--- src/rtl/hwloop_pkg.sv ---
package hwloop_pkg;
    localparam int CNT_W  = 13;
    localparam int BUS_W  = 16;
    localparam int ADDR_W = 16;

    typedef enum logic {
        S_IDLE = 1'b0,
        S_REP  = 1'b1
    } rep_state_e;
endpackage

--- src/rtl/hwloop_counter.sv ---
module hwloop_counter #(
    parameter int CW = 13,
    parameter int BW = 16
) (
    input  logic          clk,
    input  logic          rst,
    input  logic          wr_en,
    input  logic [BW-1:0] wr_data,
    input  logic          load_en,
    input  logic [CW-1:0] load_val,
    input  logic          dec_en,
    output logic [CW-1:0] cnt,
    output logic [BW-1:0] rd_data,
    output logic          is_one,
    output logic          is_zero
);
    logic [CW-1:0] cnt_q;
    logic          unused_hi;

    assign unused_hi = ^wr_data[BW-1:CW];

    // priority: software write, then start load, then decrement
    always_ff @(posedge clk) begin
        if (rst)
            cnt_q <= '0;
        else if (wr_en)
            cnt_q <= wr_data[CW-1:0];
        else if (load_en)
            cnt_q <= load_val;
        else if (dec_en)
            cnt_q <= cnt_q - CW'(1);
    end

    assign cnt     = cnt_q;
    assign rd_data = {{(BW-CW){1'b0}}, cnt_q};
    assign is_one  = (cnt_q == CW'(1));
    assign is_zero = (cnt_q == '0);

    assert_sw_write_R9: assert property (@(posedge clk) disable iff (rst)
        wr_en |=> (cnt == $past(wr_data[CW-1:0])));

    assert_decrement_R2: assert property (@(posedge clk) disable iff (rst)
        (dec_en && !wr_en && !load_en) |=> (cnt == CW'($past(cnt) - CW'(1))));
endmodule

--- src/rtl/hwloop_stack.sv ---
module hwloop_stack #(
    parameter int AW    = 16,
    parameter int DEPTH = 2
) (
    input  logic          clk,
    input  logic          rst,
    input  logic          push,
    input  logic [AW-1:0] push_addr,
    input  logic          pop,
    output logic [AW-1:0] top,
    output logic [$clog2(DEPTH+1)-1:0] depth,
    output logic          ovf,
    output logic          unf
);
    localparam int PW = $clog2(DEPTH+1);

    logic [AW-1:0] mem [DEPTH];
    logic [PW-1:0] ptr_q;
    logic          ovf_q, unf_q;
    logic          full, empty, do_push, do_pop;

    assign full    = (ptr_q == PW'(DEPTH));
    assign empty   = (ptr_q == '0);
    assign do_push = push && !full;
    assign do_pop  = pop && !empty && !push;

    for (genvar g = 0; g < DEPTH; g++) begin : g_entry
        always_ff @(posedge clk) begin
            if (rst)
                mem[g] <= '0;
            else if (do_push && (ptr_q == PW'(g)))
                mem[g] <= push_addr;
        end
    end

    always_ff @(posedge clk) begin
        if (rst) begin
            ptr_q <= '0;
            ovf_q <= 1'b0;
            unf_q <= 1'b0;
        end else begin
            if (do_push)
                ptr_q <= ptr_q + PW'(1);
            else if (do_pop)
                ptr_q <= ptr_q - PW'(1);
            if (push && full)
                ovf_q <= 1'b1;
            if (pop && !push && empty)
                unf_q <= 1'b1;
        end
    end

    always_comb begin
        top = '0;
        for (int i = 0; i < DEPTH; i++)
            if (ptr_q == PW'(i + 1))
                top = mem[i];
    end

    assign depth = ptr_q;
    assign ovf   = ovf_q;
    assign unf   = unf_q;

    assert_ovf_sticky_R10: assert property (@(posedge clk) disable iff (rst)
        ovf |=> ovf);

    assert_push_full_R10: assert property (@(posedge clk) disable iff (rst)
        (push && depth == PW'(DEPTH)) |=> (ovf && $stable(depth)));

    assert_pop_empty_R11: assert property (@(posedge clk) disable iff (rst)
        (pop && !push && depth == '0) |=> (unf && depth == '0));
endmodule

--- src/rtl/hwloop_ctrl.sv ---
module hwloop_ctrl
    import hwloop_pkg::*;
#(
    parameter int AW        = ADDR_W,
    parameter int CW        = CNT_W,
    parameter int BW        = BUS_W,
    parameter int STK_DEPTH = 2,
    localparam int PW       = $clog2(STK_DEPTH+1)
) (
    input  logic          clk,
    input  logic          rst,
    input  logic          fetch_valid,
    input  logic [AW-1:0] fetch_pc,
    input  logic          do_start,
    input  logic          rep_start,
    input  logic [CW-1:0] start_count,
    input  logic [AW-1:0] do_top_addr,
    input  logic [AW-1:0] do_end_addr,
    input  logic          lc_wr,
    input  logic [BW-1:0] lc_wdata,
    output logic [BW-1:0] lc_rdata,
    output logic          redirect,
    output logic [AW-1:0] redirect_pc,
    output logic          fetch_stall,
    output logic          loop_flag,
    output logic          nest_bit,
    output logic [PW-1:0] stk_depth,
    output logic          stk_ovf,
    output logic          stk_unf
);
    rep_state_e    state_q, state_nx;
    logic [AW-1:0] la_q;
    logic          lf_q, nl_q;

    logic [CW-1:0] lc_val;
    logic          lc_one, lc_zero, lc_le1;
    logic [AW-1:0] stk_top;
    logic          cnt_zero;
    logic          do_go, rep_go, end_hit;
    logic          lc_load, lc_dec, stk_push, stk_pop;

    assign cnt_zero = (start_count == '0);
    assign lc_le1   = lc_one || lc_zero;

    hwloop_counter #(.CW(CW), .BW(BW)) u_counter (
        .clk      (clk),
        .rst      (rst),
        .wr_en    (lc_wr),
        .wr_data  (lc_wdata),
        .load_en  (lc_load),
        .load_val (start_count),
        .dec_en   (lc_dec),
        .cnt      (lc_val),
        .rd_data  (lc_rdata),
        .is_one   (lc_one),
        .is_zero  (lc_zero)
    );

    hwloop_stack #(.AW(AW), .DEPTH(STK_DEPTH)) u_stack (
        .clk       (clk),
        .rst       (rst),
        .push      (stk_push),
        .push_addr (do_top_addr),
        .pop       (stk_pop),
        .top       (stk_top),
        .depth     (stk_depth),
        .ovf       (stk_ovf),
        .unf       (stk_unf)
    );

    // state register
    always_ff @(posedge clk) begin
        if (rst)
            state_q <= S_IDLE;
        else
            state_q <= state_nx;
    end

    // next state and outputs
    always_comb begin
        state_nx    = state_q;
        do_go       = 1'b0;
        rep_go      = 1'b0;
        end_hit     = 1'b0;
        lc_dec      = 1'b0;
        fetch_stall = 1'b0;
        unique case (state_q)
            S_IDLE: begin
                do_go   = do_start;
                rep_go  = rep_start && !do_start;
                end_hit = lf_q && fetch_valid && (fetch_pc == la_q)
                          && !do_start && !rep_start;
                lc_dec  = end_hit && !lc_one;
                if (rep_go && !cnt_zero)
                    state_nx = S_REP;
            end
            S_REP: begin
                fetch_stall = !lc_le1;
                lc_dec      = !lc_le1;
                if (lc_le1)
                    state_nx = S_IDLE;
            end
            default: state_nx = S_IDLE;
        endcase
    end

    assign lc_load  = do_go || rep_go;
    assign stk_push = do_go && !cnt_zero;
    assign stk_pop  = end_hit && lc_one;

    always_comb begin
        redirect    = 1'b0;
        redirect_pc = '0;
        if (do_go && cnt_zero) begin
            redirect    = 1'b1;
            redirect_pc = do_end_addr + AW'(1);
        end else if (rep_go && cnt_zero) begin
            redirect    = 1'b1;
            redirect_pc = fetch_pc + AW'(2);
        end else if (end_hit && !lc_one) begin
            redirect    = 1'b1;
            redirect_pc = stk_top;
        end
    end

    // loop-end address, loop flag and nest bit
    always_ff @(posedge clk) begin
        if (rst) begin
            la_q <= '0;
            lf_q <= 1'b0;
            nl_q <= 1'b0;
        end else if (stk_push) begin
            la_q <= do_end_addr;
            lf_q <= 1'b1;
            nl_q <= lf_q;
        end else if (stk_pop) begin
            lf_q <= nl_q;
        end
    end

    assign loop_flag = lf_q;
    assign nest_bit  = nl_q;

    assert_redirect_needs_lf_R4: assert property (@(posedge clk) disable iff (rst)
        (redirect && !do_start && !rep_start) |-> loop_flag);

    assert_exit_restore_R3: assert property (@(posedge clk) disable iff (rst)
        (end_hit && lc_one) |=> (loop_flag == $past(nest_bit)));

    assert_rep_counts_down_R5: assert property (@(posedge clk) disable iff (rst)
        (fetch_stall && !lc_wr) |=> (lc_val == CW'($past(lc_val) - CW'(1))));

    assert_zero_do_no_push_R6: assert property (@(posedge clk) disable iff (rst)
        (state_q == S_IDLE && do_start && cnt_zero) |=> $stable(stk_depth));

    assert_no_stall_in_idle_R5: assert property (@(posedge clk) disable iff (rst)
        (state_q == S_IDLE) |-> !fetch_stall);
endmodule

--- config.mk ---
export PLATFORM = sky130hd
export DESIGN_NAME = hwloop_ctrl
export DESIGN_NICKNAME = d
export VERILOG_FILES = /design/src/rtl/hwloop_pkg.sv /design/src/rtl/hwloop_counter.sv /design/src/rtl/hwloop_stack.sv /design/src/rtl/hwloop_ctrl.sv
export SDC_FILE = /design/constraint.sdc
export NUM_CORES = 1
export LEC_CHECK = 0
export BUFFER_PORTS_ARGS = -buffer_cell sky130_fd_sc_hd__buf_4
export CAP_MARGIN = 25
export CORE_MARGIN = 3
export CORE_UTILIZATION = 30
export DETAILED_ROUTE_END_ITERATION = 16
export PLACE_DENSITY = 0.54
export SETUP_SLACK_MARGIN = 0.2
export SYNTH_ARGS = -nofsm -noshare
export SYNTH_HDL_FRONTEND = slang
export SYNTH_HIERARCHICAL = 1
export SYNTH_SLANG_ARGS = --single-unit
--- constraint.sdc ---
create_clock -name clk -period 3.4 [get_ports clk]
set_input_delay 0.51 -clock clk [delete_from_list [all_inputs] [get_ports clk]]
set_output_delay 0.51 -clock clk [all_outputs]
set_load 0.02 [all_outputs]
==> metrics <==
status=completed; antenna violations before repair=0; number of synthesized register bits=68; Layout fillers=1547; antenna-violating nets left=0; Mapped Area=4830 um2; MaxCap Viol Count=0; 1st-iter DRT viols=420; DRC=0; maximum level of the CTS H-tree=3; Leak=2.47 nW; register area share after synthesis=34.8%; Critical R2R Launch=u_counter/cnt[5]; CTS Buffer Depth=2; measured slew at the worst slew-check pin=0.535 ns; post-CTS sizing=0; Max stage delay cell, worst path=nor4_1; PD cells=418 nW/um2; Die H=133 um; WP buf/inv=2; syn_area_per_cell=8.54 um2; Setup Buffers After CTS=0; WS Path Type=reg2out; IO buf count=116; vias in the first global route=4332; crit-path max FO=12; worst path required time=2.89 ns; RSZ-0062 raised after global routing=false; fin nets=753; async set-reset flop share out of synthesis=0%; RD Place Congestion=0.879; Root Buffer=clkbuf_16; worst-case clock skew=0.00413 ns; setup violators final=0; Final min period=2.93 ns; worst skew pair latency=0.34 ns; I/O pin count=123; maximum clock frequency=0.341 GHz; number of synthesized flops with an enable pin=32; endpoints failing hold=0; grt ovf=0; Area contributors post-synth=edfxtp_1 (20%), dfxtp_1 (15%), nand2_1 (6.7%); final worst path period share=86.2%; crit path DAT=2.42 ns; row count=45; final cell count without fillers=877; maximum VDD drop=0.000353 V; Die X=133 um; routed len/inst=17.1 um; Worst path top cell family by delay=simple AND/OR/NAND/NOR gates; crit path capture type=primary output; CTS Buf Count=9; CTS tree=yes; hold buffer count at cts=0; Starting Density=31.2%; Synth Instances=565; most frequent cell after synthesis=nand2_1; ys flop type=dfxtp_1; post-synth cell types=81; critical path's largest stage delay=0.41 ns; Area Growth Syn to Fin=26.9%; crit-path cells=xor2_1 > nor4_1 > and4_1 > buf_4 > and4_1 > a2bb2oi_1 > buf_4; Slew HR=64.3%; total track usage=16.8%; count of pins over their slew limit=0; startpoint types=flip-flop; Synth top cells by count=nand2_1 (86), a21oi_1 (37), dfxtp_1 (36); hold crit path type=in2reg; placed insts=861; area leader, netlist=edfxtp_1; min-delay src=lc_wdata[0]; DR pass1 iterations=5; clk sink count=68; setup ws final=0.470 ns; via count=4413; HPWL Detailed=11500 um; share of layout cells above drive strength 1=26.1%; CP startpoint=la_q[7]; vias per inst=5.03; DIE AREA=17600 um2; Setup Slack @ Placement=0.450 ns; Clk pin slew, worst setup/hold paths=0.06 ns; Setup TNS=0 ns; core footprint=15500 um2; Synth top area share=19.9%; WL final=15000 um; Ant. Diodes=0; first-pass GRT wire length=23300 um; largest net degree at the start of global routing=43; YS warnings=6
-- worst register-to-register path, cell delays in order, from the launching register on --
cell	delay, ns
dfxtp_1	0.40
nor4_4	0.36
nand3_1	0.12
nor2_1	0.15
and2_1	0.21
nor4_2	0.08
and2_4	0.20
or2_1	0.26
buf_4	0.17
or4b_2	0.61
a21oi_1	0.16
a31oi_1	0.06
o31ai_1	0.08
-- routing by layer --
| metal | track usage, % | vias up | routed length (um) |
|---|---|---|---|
| met4 | 5.54 | 0 | 223 |
| li1 | - | 2178 | - |
| met2 | 29.2 | 100 | 7630 |
| met5 | 0 | - | 0 |
| met1 | 20.7 | 2118 | 6480 |
| met3 | 3.31 | 17 | 613 |
-- final timing paths --
check	end	slack, ns	cells after the start
worst max-delay path	redirect_pc[5]	0.47	7
worst min register to register	la_q[13]	0.47	2
worst max register to register	u_counter/cnt[8]	0.47	12
worst min-delay path	u_counter/cnt[0]	0.41	3
-- final cells by class --
| cell class | count | area, um2 | area share, % |
|---|---|---|---|
| clock buffer | 9 | 225 | 3.68 |
| clock inverter | 7 | 115 | 1.88 |
| inverter | 16 | 60.1 | 0.980 |
| multi-input combinational | 440 | 2830 | 46.3 |
| sequential | 68 | 1680 | 27.5 |
| tap | 211 | 264 | 4.31 |
| timing repair buffer | 126 | 946 | 15.4 |
-- placed cells by master, fill, tap and decap left out, types with 12 or more instances in the layout --
master and count:
a21oi_1 37, and2_1 35, buf_4 126, dfxtp_1 36, edfxtp_1 32, inv_1 14, nand2_1 86, nand3_1 14
nand4_1 16, nor2_1 31, nor2b_1 12, nor3_1 17, o21ai_0 21, xnor2_1 22, xor2_1 18
-- power by group --
part | switching (W) | internal (W) | leakage, nW
registers | 0.0000509 | 0.000929 | 0.635
clock network | 0.000360 | 0.000713 | 0.163
logic | 0.000288 | 0.000223 | 1.67
-- registers in the layout, indices dropped and copies added, names as in the netlist --
register	flops
la_q	16
loop_flag	1
nest_bit	1
state_q	1
u_counter/cnt	13
u_stack/depth	2
u_stack/mem	32
u_stack/ovf	1
u_stack/unf	1
-- stage by stage --
step	total power [W]	util [%]	hold slack, ns	instance area (um2)
floorplan	0.00131	-	0.436	4830
global placement	0.00150	37.3	0.449	5770
detailed placement	0.00151	37.3	0.461	5770
CTS	0.00260	39.5	0.394	6110
global route	0.00269	39.6	0.421	6130
finish	0.00256	39.6	0.405	6130
-- cells by family (layout without fill, tap and decap cells) --
| logic type | after synthesis | in the layout | share of synthesized area, % |
|---|---|---|---|
| compound gates | 109 | 109 | 14.6 |
| buf+inv | 59 | 158 | 6.84 |
| xor+xnor | 44 | 44 | 8.84 |
| simple gates | 272 | 272 | 31.8 |
| flops | 68 | 68 | 34.8 |
| fa+ha+maj | 9 | 9 | 2.33 |
| mux | 3 | 3 | 0.622 |
| other cells | 1 | 3 | 0.0777 |
Note: power is estimated with default switching activity, not from simulation.
